### src/rtl/tone_probe_pkg.sv
package tone_probe_pkg;

   typedef enum logic [1:0] {
      TP_IDLE   = 2'd0,
      TP_SETTLE = 2'd1,
      TP_ACQ    = 2'd2
   } tp_state_e;

   localparam real TP_PI = 3.141592653589793;

   // Half-step offset sine sample, rounded half away from zero.
   function automatic int sine_entry(int idx, int size, int amp);
      real a;
      a = real'(amp) * $sin(2.0 * TP_PI * (real'(idx) + 0.5) / real'(size));
      if (a >= 0.0) return $rtoi(a + 0.5);
      else          return $rtoi(a - 0.5);
   endfunction

endpackage

### src/rtl/tone_probe_timing.sv
module tone_probe_timing
   import tone_probe_pkg::*;
#(
   parameter int PHASE_W    = 27,
   parameter int LUT_AW     = 10,
   parameter int PRE_W      = 8,
   parameter int PHASE_DIV  = 4,
   parameter int SAMPLE_DIV = 16
) (
   input  logic               clk,
   input  logic               rst_n,
   input  logic               start,
   input  logic [PHASE_W-1:0] step_word,
   input  logic [PRE_W-1:0]   settle_periods,
   input  logic               last_sample,
   output logic [LUT_AW-1:0]  lut_addr,
   output logic               sample_req
);

   localparam int DIV_W  = $clog2(SAMPLE_DIV);
   localparam int STEP_W = $clog2(PHASE_DIV);

   tp_state_e          st;
   logic [DIV_W-1:0]   div;
   logic [PHASE_W-1:0] ph;
   logic [PHASE_W-1:0] m_q;
   logic [PRE_W-1:0]   left;
   logic               step;
   logic [PHASE_W:0]   sum;

   assign step       = (st != TP_IDLE) && (div[STEP_W-1:0] == STEP_W'(PHASE_DIV - 1));
   assign sum        = {1'b0, ph} + {1'b0, m_q};
   assign sample_req = (st == TP_ACQ) && (div == DIV_W'(SAMPLE_DIV - 1));
   assign lut_addr   = ph[PHASE_W-1 -: LUT_AW];

   always_ff @(posedge clk or negedge rst_n) begin
      if (!rst_n) begin
         st   <= TP_IDLE;
         div  <= '0;
         ph   <= '0;
         m_q  <= '0;
         left <= '0;
      end else if (st == TP_IDLE) begin
         if (start) begin
            ph   <= '0;
            div  <= '0;
            m_q  <= step_word;
            left <= settle_periods;
            st   <= (settle_periods == '0) ? TP_ACQ : TP_SETTLE;
         end
      end else begin
         div <= div + 1'b1;
         if (step) ph <= sum[PHASE_W-1:0];
         if (st == TP_SETTLE && step && sum[PHASE_W]) begin
            left <= left - 1'b1;
            if (left == PRE_W'(1)) st <= TP_ACQ;
         end
         if (last_sample) st <= TP_IDLE;
      end
   end

   // phase holds between its periodic updates
   a_r1_phase_hold: assert property (@(posedge clk) disable iff (!rst_n)
      (st != TP_IDLE && !step) |=> $stable(ph));

   // a run in progress is never restarted; its clock divider keeps counting
   a_r10_restart_ignored: assert property (@(posedge clk) disable iff (!rst_n)
      (st != TP_IDLE) |=> (div == $past(div) + 1'b1));

   // the captured step word stays fixed for the whole run
   a_r9_word_locked: assert property (@(posedge clk) disable iff (!rst_n)
      (st != TP_IDLE) |=> $stable(m_q));

   // settling always leads into acquisition, never back to idle
   a_r8_settle_exit: assert property (@(posedge clk) disable iff (!rst_n)
      (st == TP_SETTLE) |=> (st != TP_IDLE));

endmodule

### src/rtl/tone_probe_wave.sv
module tone_probe_wave #(
   parameter int LUT_AW       = 10,
   parameter int AMP_W        = 12,
   parameter bit QUARTER_WAVE = 1'b1
) (
   input  logic [LUT_AW-1:0]       addr,
   output logic signed [AMP_W-1:0] val
);

   localparam int FULL = 2 ** LUT_AW;
   localparam int QTR  = FULL / 4;
   localparam int AMP  = 2 ** (AMP_W - 1) - 1;

   generate
      if (QUARTER_WAVE) begin : g_quarter
         logic signed [AMP_W-1:0] qtab [QTR];
         logic [LUT_AW-3:0]       idx;
         logic signed [AMP_W-1:0] mag;
         for (genvar i = 0; i < QTR; i++) begin : g_ent
            localparam int V = tone_probe_pkg::sine_entry(i, FULL, AMP);
            assign qtab[i] = AMP_W'(V);
         end
         assign idx = addr[LUT_AW-2] ? ~addr[LUT_AW-3:0] : addr[LUT_AW-3:0];
         assign mag = qtab[idx];
         assign val = addr[LUT_AW-1] ? -mag : mag;
      end else begin : g_full
         logic signed [AMP_W-1:0] ftab [FULL];
         for (genvar i = 0; i < FULL; i++) begin : g_ent
            localparam int V = tone_probe_pkg::sine_entry(i, FULL, AMP);
            assign ftab[i] = AMP_W'(V);
         end
         assign val = ftab[addr];
      end
   endgenerate

endmodule

### src/rtl/tone_probe_corr.sv
module tone_probe_corr #(
   parameter int SAMPLE_W  = 12,
   parameter int AMP_W     = 12,
   parameter int ACC_W     = 40,
   parameter int N_SAMPLES = 1024
) (
   input  logic                       clk,
   input  logic                       rst_n,
   input  logic                       sample_req,
   input  logic signed [SAMPLE_W-1:0] adc_sample,
   input  logic signed [AMP_W-1:0]    sin_ref,
   input  logic signed [AMP_W-1:0]    cos_ref,
   output logic                       last_sample,
   output logic signed [ACC_W-1:0]    re_out,
   output logic signed [ACC_W-1:0]    im_out,
   output logic                       done
);

   localparam int CNT_W  = $clog2(N_SAMPLES);
   localparam int PROD_W = SAMPLE_W + AMP_W;

   logic [CNT_W-1:0]          cnt;
   logic signed [ACC_W-1:0]   acc_re;
   logic signed [ACC_W-1:0]   acc_im;
   logic signed [PROD_W-1:0]  p_re;
   logic signed [PROD_W-1:0]  p_im;
   logic signed [ACC_W-1:0]   nxt_re;
   logic signed [ACC_W-1:0]   nxt_im;

   assign p_re        = adc_sample * cos_ref;
   assign p_im        = adc_sample * sin_ref;
   assign nxt_re      = acc_re + ACC_W'(p_re);
   assign nxt_im      = acc_im - ACC_W'(p_im);
   assign last_sample = sample_req && (cnt == CNT_W'(N_SAMPLES - 1));

   always_ff @(posedge clk or negedge rst_n) begin
      if (!rst_n) begin
         cnt    <= '0;
         acc_re <= '0;
         acc_im <= '0;
         re_out <= '0;
         im_out <= '0;
         done   <= 1'b0;
      end else begin
         done <= 1'b0;
         if (last_sample) begin
            re_out <= nxt_re;
            im_out <= nxt_im;
            acc_re <= '0;
            acc_im <= '0;
            cnt    <= '0;
            done   <= 1'b1;
         end else if (sample_req) begin
            acc_re <= nxt_re;
            acc_im <= nxt_im;
            cnt    <= cnt + 1'b1;
         end
      end
   end

   // requests never come on consecutive clocks
   a_r4_req_gap: assert property (@(posedge clk) disable iff (!rst_n)
      sample_req |=> !sample_req);

   // completion directly follows a sample request
   a_r5_done_after_req: assert property (@(posedge clk) disable iff (!rst_n)
      done |-> $past(sample_req));

   // done lasts one clock, results hold between completions
   a_r7_done_pulse: assert property (@(posedge clk) disable iff (!rst_n)
      done |=> !done);
   a_r7_hold_re: assert property (@(posedge clk) disable iff (!rst_n)
      !done |-> $stable(re_out));
   a_r7_hold_im: assert property (@(posedge clk) disable iff (!rst_n)
      !done |-> $stable(im_out));

endmodule

### src/rtl/tone_probe.sv
module tone_probe #(
   parameter int PHASE_W      = 27,
   parameter int LUT_AW       = 10,
   parameter int AMP_W        = 12,
   parameter int SAMPLE_W     = 12,
   parameter int ACC_W        = 40,
   parameter int N_SAMPLES    = 1024,
   parameter int PHASE_DIV    = 4,
   parameter int SAMPLE_DIV   = 16,
   parameter int PRE_W        = 8,
   parameter bit QUARTER_WAVE = 1'b1
) (
   input  logic                       clk,
   input  logic                       rst_n,
   input  logic                       start,
   input  logic [PHASE_W-1:0]         step_word,
   input  logic [PRE_W-1:0]           settle_periods,
   input  logic signed [SAMPLE_W-1:0] adc_sample,
   output logic signed [AMP_W-1:0]    dac_sample,
   output logic                       sample_req,
   output logic signed [ACC_W-1:0]    re_out,
   output logic signed [ACC_W-1:0]    im_out,
   output logic                       done
);

   localparam int QTR_OFS = 2 ** (LUT_AW - 2);
   localparam int MIN_ACC = SAMPLE_W + AMP_W + $clog2(N_SAMPLES);

   generate
      if (PHASE_W <= LUT_AW || LUT_AW < 3)
         begin : g_bad_lut   $error("tone_probe: LUT_AW must be 3..PHASE_W-1"); end
      if (PHASE_DIV < 2 || (PHASE_DIV & (PHASE_DIV - 1)) != 0)
         begin : g_bad_pdiv  $error("tone_probe: PHASE_DIV must be a power of two >= 2"); end
      if (SAMPLE_DIV < PHASE_DIV || (SAMPLE_DIV & (SAMPLE_DIV - 1)) != 0)
         begin : g_bad_sdiv  $error("tone_probe: SAMPLE_DIV must be a power of two >= PHASE_DIV"); end
      if (N_SAMPLES < 2)
         begin : g_bad_n     $error("tone_probe: N_SAMPLES must be at least 2"); end
      if (ACC_W < MIN_ACC)
         begin : g_bad_acc   $error("tone_probe: ACC_W too narrow for the sum"); end
   endgenerate

   logic [LUT_AW-1:0]       sin_addr;
   logic [LUT_AW-1:0]       cos_addr;
   logic signed [AMP_W-1:0] sin_ref;
   logic signed [AMP_W-1:0] cos_ref;
   logic                    last_sample;

   assign cos_addr   = sin_addr + LUT_AW'(QTR_OFS);
   assign dac_sample = sin_ref;

   tone_probe_timing #(
      .PHASE_W(PHASE_W), .LUT_AW(LUT_AW), .PRE_W(PRE_W),
      .PHASE_DIV(PHASE_DIV), .SAMPLE_DIV(SAMPLE_DIV)
   ) i_timing (
      .clk(clk), .rst_n(rst_n), .start(start), .step_word(step_word),
      .settle_periods(settle_periods), .last_sample(last_sample),
      .lut_addr(sin_addr), .sample_req(sample_req)
   );

   tone_probe_wave #(.LUT_AW(LUT_AW), .AMP_W(AMP_W), .QUARTER_WAVE(QUARTER_WAVE))
      i_sin (.addr(sin_addr), .val(sin_ref));

   tone_probe_wave #(.LUT_AW(LUT_AW), .AMP_W(AMP_W), .QUARTER_WAVE(QUARTER_WAVE))
      i_cos (.addr(cos_addr), .val(cos_ref));

   tone_probe_corr #(
      .SAMPLE_W(SAMPLE_W), .AMP_W(AMP_W), .ACC_W(ACC_W), .N_SAMPLES(N_SAMPLES)
   ) i_corr (
      .clk(clk), .rst_n(rst_n), .sample_req(sample_req), .adc_sample(adc_sample),
      .sin_ref(sin_ref), .cos_ref(cos_ref), .last_sample(last_sample),
      .re_out(re_out), .im_out(im_out), .done(done)
   );

endmodule

### config.mk
export PLATFORM = sky130hd
export DESIGN_NAME = tone_probe
export DESIGN_NICKNAME = d
export VERILOG_FILES = /design/src/rtl/tone_probe_pkg.sv /design/src/rtl/tone_probe_timing.sv /design/src/rtl/tone_probe_wave.sv /design/src/rtl/tone_probe_corr.sv /design/src/rtl/tone_probe.sv
export SDC_FILE = /design/constraint.sdc
export NUM_CORES = 2
export LEC_CHECK = 0
export BUFFER_PORTS_ARGS = -buffer_cell sky130_fd_sc_hd__buf_2
export CORE_UTILIZATION = 35
export DETAILED_ROUTE_END_ITERATION = 6
export SYNTH_ARGS = -nofsm -noshare
export SYNTH_HDL_FRONTEND = slang
export SYNTH_SLANG_ARGS = --single-unit
### constraint.sdc
create_clock -name clk -period 23.6 [get_ports clk]
set_clock_uncertainty 0.1 [all_clocks]
set_input_delay 3.54 -clock clk [delete_from_list [all_inputs] [get_ports clk]]
set_output_delay 3.54 -clock clk [all_outputs]
set_load 0.01 [all_outputs]
-- Word-level counts from Yosys, hierarchy flattened
Memory sizes are Yosys's and may differ from the RTL's.
Cells that the tools add are included.
- multipliers: 2
- $add $sub $neg: 9
- muxes and demuxes: 29
- equality and inequality tests: 7
- $lt $le $gt $ge: 2
- reduce and logical (&&, ||, !) cells: 17
- bitwise operators: 4
- operators with widths (cell ; count):
    2-to-1 mux 40 bit ; 4
    2-to-1 mux 27 bit ; 3
    2-to-1 mux 12 bit ; 6
    multiplier 12 x 12 -> 24 bit ; 2
    adder 40 x 24 -> 40 bit ; 1
    2-to-1 mux 8 bit ; 5
    subtractor 40 x 24 -> 40 bit ; 1
    adder 27 x 27 -> 28 bit ; 1
    negation 12 bit ; 2
    2-to-1 mux 10 bit ; 2
    greater-or-equal comparator 9 bit, second input constant ; 2
    inverter 8 -> 9 bit ; 2
    inverter 8 bit ; 2
    2-to-1 mux 2 bit ; 6
    adder 10 x 1 -> 10 bit, second input constant ; 1
    adder 10 x 9 -> 10 bit, second input constant ; 1
    == test 10 bit, second input constant ; 1
    == test 8 x 1 -> 1 bit, second input constant ; 1
    zero test 8 bit ; 1
    2-to-1 mux 4 bit ; 2
    nonzero test 2 bit ; 4
    subtractor 8 x 1 -> 8 bit, second input constant ; 1
    AND reduction 2 bit ; 3
    nonzero test 3 bit ; 2
    other kinds (9) ; 14
- memories: 2
- ROM bits: 6144
- input port bits: 50
- bits in registers: 239
- memory list (memory ; depth ; bits a word ; read ports ; clocked after memory_dff ; write ports ; RTL line ; text):
    (name not given) ; 256 ; 12 ; 1 ; 0 ; 0 ; tone_probe_wave.sv:24 ; assign mag = qtab[idx];
    (name not given) ; 256 ; 12 ; 1 ; 0 ; 0 ; tone_probe_wave.sv:24 ;

-- Depth between registers and ports, before layout
- word-level depth: 13
- gate-level depth with buffers: 45
- gate-level depth less buffers: 40

-- Hierarchy
Synthesis repeated with hierarchy kept, for this count alone.
- cells, all modules: 4546
- area total of the unflattened synthesis: 38838.5 µm²
- modules (own cells, without submodules) (module ; area an instance (µm²) ; cells an instance ; times used):
    tone_probe_corr ; 23122.2 ; 2409 ; 1
    tone_probe_wave ; 5679.2 ; 836 ; 2
    tone_probe_timing ; 4345.4 ; 463 ; 1
    tone_probe ; 12.5 ; 2 ; 1

-- Least setup slack after synthesis
Ideal clock, no wire load.
- kind: input to register
- from: input port adc_sample[11]
- to: register i_corr.re_out[38]
- path slack: 13067 ps
- arrival time: 10308 ps
- setup time: 125 ps
- required time: 23375 ps
- cell stages on the path: 22
- cell sequence: clkbuf_1 > clkbuf_1 > nand2_1 > inv_1 > fa_1 > fa_1 > fa_1 > fa_1 > fa_1 > ha_1 > ha_1 > nand3_1 > nor3_1 > o21ai_0 > a2111oi_0 > o22ai_1 > o31ai_1 > o21ai_0 > o21bai_1 > a31oi_1 > xnor2_1 > mux2_2
- longest elaborated chain between the ends: 2
- RTL lines (what ; RTL line ; text):
    from (decl) ; tone_probe.sv:18 ; input logic signed [SAMPLE_W-1:0] adc_sample,
    multiplier 12 x 12 -> 24 bit ; tone_probe_corr.sv:30 ; assign p_re = adc_sample * cos_ref;
    adder 40 x 24 -> 40 bit ; tone_probe_corr.sv:32 ; assign nxt_re = acc_re + ACC_W'(p_re);
    to (signal assigned) ; tone_probe_corr.sv:47 ; re_out <= nxt_re;
    to (decl) ; tone_probe_corr.sv:14 ; output logic signed [ACC_W-1:0] re_out,
Every way passes these cells.
A chain may end at the register's enable or synchronous reset.

-- Final worst setup path
- from: register i_timing.ph[25]
- to: register i_corr.im_out[38]
- longest elaborated chain between the ends: 9
- RTL lines (what ; RTL line ; text):
    from (decl) ; tone_probe_timing.sv:25 ; logic [PHASE_W-1:0] ph;
    from (signal assigned) ; tone_probe_timing.sv:53 ; if (step) ph <= sum[PHASE_W-1:0];
    2-to-1 mux 8 bit * ; tone_probe_wave.sv:23 ; assign idx = addr[LUT_AW-2] ? ~addr[LUT_AW-3:0] : addr[LUT_AW-3:0];
    inverter 8 -> 9 bit (not written as such) * ; tone_probe_wave.sv:24 ;
    memory (256 x 12 bit) * ; -- ;
    2-to-1 mux 12 bit (not written as such) * (2 in a row) ; tone_probe_wave.sv:24 ;
    negation 12 bit ; tone_probe_wave.sv:25 ; assign val = addr[LUT_AW-1] ? -mag : mag;
    2-to-1 mux 12 bit * ; tone_probe_wave.sv:25 ;
    multiplier 12 x 12 -> 24 bit * ; tone_probe_corr.sv:31 ; assign p_im = adc_sample * sin_ref;
    subtractor 40 x 24 -> 40 bit * ; tone_probe_corr.sv:33 ; assign nxt_im = acc_im - ACC_W'(p_im);
    to (signal assigned) ; tone_probe_corr.sv:48 ; im_out <= nxt_im;
    to (decl) ; tone_probe_corr.sv:15 ; output logic signed [ACC_W-1:0] im_out,
Mark *: on every way between the ends. The rest lies on a longest branch, timed or not. The select of a mux whose other input is x is not followed.

==> impl_summary.txt <==
----------------------------------------------------
[Outcome]
  Status ... finished, violations left
  Failing checks ... design-rule violations

[Routing]
  Number of detailed-route iterations in the first pass ... 7
  WL per Instance ... 24.7 microns
  Mean number of vias per cell ... 5.84
  WL met3 ... 12.5 mm
  DRC violation count after routing ... 1
  Number of routed nets with antenna violations ... 0
  DRT met1 WL ... 58.0 mm
  Final wirelength ... 134 mm
  DRC violation total after the first TritonRoute iteration ... 3,735
  Vias after detailed routing ... 31,800
  Highest metal used ... met5
  Detailed route wirelength on metal2 ... 58.1 mm

[Cells and area]
  Post-layout net count ... 4,804
  Final core utilization ... 38.0%
  Layout cells sized above 1 ... 9.49%
  Signed area change from the synthesized netlist to the final layout ... 7.46%
  Final instance count without filler cells ... 5,443

[Synthesis]
  Area of the mapped netlist ... 35,300 sq um
  Syn Nets ... 4,845
  Most used standard cell by instance count after synthesis ... nand2_1
  Count of flip-flops with a built-in enable after synthesis ... 0
  Post-synthesis register bit count ... 239
  Main synth FF type ... dfrtp_1
  Fraction of synthesized cell area taken by the top area cell type ... 23.1%
  Count of yosys warnings during synthesis ... 0
  Fraction of registers with async set/reset ... 100%
  Mean post-synth cell area ... 8.49 sq um
  Count of unique library cells instantiated by Yosys ... 110
  Post-synthesis cell type with the largest combined area ... fa_1
  Leading cell types by total area after synthesis ... fa_1 23%, dfrtp_1 17%, ha_1 8.0%, nand2_1 6.2%, inv_1 4.5%
  Top post-synthesis cells by count ... 579 x nand2_1, 420 x inv_1, 407 x fa_1
  Mapped Cells ... 4,162
  Sequential share of the synthesized area ... 16.9%

[Floorplanning]
  Floorplan Core Area ... 100,000 sq um
  Vertical die dimension ... 320 microns
  Count of pins on the block boundary ... 144
  Area of the die ... 102,000 sq um
  Starting density of the core ... 35.3%
  Placement Rows ... 116
  Die Width ... 320 microns

[Timing]
  Maximum achievable frequency ... 74.5 MHz
  Pin slew with the least headroom to its limit ... 1.46 ns
  Worst Hold Slack ... 0.360 ns
  Final setup violation count ... 0
  Setup TNS after final layout ... 0 ns
  Shortest period the worst path allows ... 13.42 ns
  Share of the cycle needed by the critical path after routing ... 56.8%
  RSZ-0062 raised after global routing ... false
  Final Hold Vio Count ... 0
  Final Slew Violations ... 0
  Worst slew margin ... 2.29%

[Critical path]
  Endpoint type of the worst setup path ... flop
  Maximum cell stage delay along the critical path ... 0.91 ns
  Dominant cell type by count on the critical path ... fa_1
  Kind of critical path ... flop to flop
  Startpoint class of the critical path ... flop
  Arrival time at the worst endpoint ... 13.77 ns
  Worst endpoint required time ... 23.96 ns
  Slowest stage cell on the critical path ... xor2_1
  Maximum net fanout on the critical path ... 65

[Clock network]
  Clock root buffer master ... clkbuf_16
  Worst-case clock buffer depth ... 3
  Count of cells resized by post-cts repair ... 0
  Latest clock arrival within the worst-skew pair ... 0.61 ns
  Number of CTS-inserted buffers ... 28
  Setup Fix Bufs, Post-CTS ... 0
  Clock sinks ... 239
  Clock transition at the registers of the reported paths ... 0.06 ns
  Number of H-tree branching levels ... 1
  Clock tree from TritonCTS ... built
  Hold-fix buffers at CTS ... 0

[GRT]
  Global-route wire length before repair ... 207 mm
  Number of global-route vias before repair ... 32,200
  Global-route usage over all layers ... 26.5%
  Pin count of the biggest net entering global routing ... 111
  Antenna violations before repair ... 6
  GRT overflow ... 0

[Placed design]
  Port Buf Inserts ... 143
  Cells after DPL ... 5,389
  Final weighted congestion in routability-driven placement ... 1.10
  DP Wirelength ... 99.8 mm

[Job]
  Max-cap check violation count ... 0

[Hold path]
  Tightest Hold Check Type ... flop to flop

----------------------------------------------------
==> per-stage QoR <==
step	setup slack [ns]	cell area (sq um)
global placement	10.39	36900
detailed placement	10.28	36900
global route	9.64	38000
floorplan	13.07	35300
CTS	10.22	38000
finish	10.18	38000
==> sequential cells by signal, summed over array words and instances (netlist names), 2 cells and up <==
name,flops
i_corr.re_out,40
i_timing.left,8
i_corr.im_out,40
i_timing.m_q,27
i_timing.st,2
i_timing.div,4
i_corr.acc_im,40
i_corr.acc_re,40
i_corr.cnt,10
i_timing.ph,27
==> metal layers <==
metal	GRT usage, %	vias to the layer above
met1	37.0	15800
met2	40.1	1549
met3	5.24	311
met5	0	-
li1	-	14100
met4	10.6	4
==> cells by family (layout without fill, tap and decap cells) <==
group	count (synthesis)	in the layout	share of synthesized area, %
flops	239	239	16.9
mux	45	45	1.62
compound gates	1093	1093	20.9
other cells	0	2	0
simple gates	1280	1280	16.9
fa+ha+maj	634	634	31.1
xor+xnor	150	150	3.91
buf+inv	721	702	8.66
==> worst max-delay path, delay by kind of cell, from the launching register on <==
family          cells  cell delay [ns]
fa+ha+maj           8             4.00
compound gates     14             3.33
simple gates        6             2.04
buf+inv             7             1.74
xor+xnor            2             1.07
flops               1             0.64
mux                 1             0.26
==> worst paths after layout <==
check                                         startpoint                             to  slack (ns)  cells past startpoint
setup / recovery             i_timing.ph[25]$_DFFE_PN0P_  i_corr.im_out[38]$_DFFE_PN0P_       10.18                     38
hold / removal             i_corr.re_out[30]$_DFFE_PN0P_  i_corr.re_out[30]$_DFFE_PN0P_        0.36                      2
setup reg to reg             i_timing.ph[25]$_DFFE_PN0P_  i_corr.im_out[38]$_DFFE_PN0P_       10.18                     38
hold reg to reg            i_corr.re_out[30]$_DFFE_PN0P_  i_corr.re_out[30]$_DFFE_PN0P_        0.36                      2
max in group asynchronous                          rst_n  i_corr.acc_re[23]$_DFFE_PN0P_       17.94                      4
min in group asynchronous                          rst_n  i_corr.im_out[24]$_DFFE_PN0P_        2.81                      1
==> cell type report <==
| class | instances | area [sq um] |
|---|---|---|
| Antenna cell | 2 | 5.00 |
| Tap cell | 1298 | 1620 |
| Timing Repair Buffer | 221 | 1320 |
| Clock inverter | 15 | 199 |
| Sequential cell | 239 | 6000 |
| Clock buffer | 37 | 816 |
| Multi-Input combinational cell | 3202 | 26400 |
| Inverter | 429 | 1610 |
| Fill cell | 10300 | 62000 |
==> cell usage in the layout, fill, tap and decap left out, types with 12 or more instances in the layout <==
| master | count |
|---|---|
| buf_2 | 142 |
| xnor2_1 | 89 |
| a22o_1 | 59 |
| or2_2 | 18 |
| a22oi_1 | 18 |
| ha_1 | 226 |
| a221o_1 | 15 |
| nor2b_1 | 44 |
| a31oi_1 | 50 |
| mux2_2 | 28 |
| o2111ai_1 | 12 |
| nand2b_1 | 50 |
| nor3_1 | 58 |
| and3_1 | 17 |
| o221ai_1 | 27 |
| buf_4 | 77 |
| nand4_1 | 16 |
| a221oi_1 | 28 |
| o21ai_0 | 243 |
| inv_1 | 419 |
| and2_1 | 155 |
| o31ai_1 | 21 |
| o211ai_1 | 35 |
| nand2_1 | 579 |
| o22ai_1 | 44 |
| dfrtp_1 | 233 |
| clkbuf_16 | 29 |
| fa_1 | 406 |
| nor2_1 | 214 |
| a21oi_1 | 212 |
| xor2_1 | 51 |
| a211oi_1 | 48 |
| o21bai_1 | 25 |
| a2111oi_0 | 13 |
| o21a_1 | 27 |
| nand3_1 | 56 |
| a21o_1 | 74 |
Power is left out: the tool's default activity adds up to more than one toggle a clock period on the data nets, which glitch-free logic cannot reach.
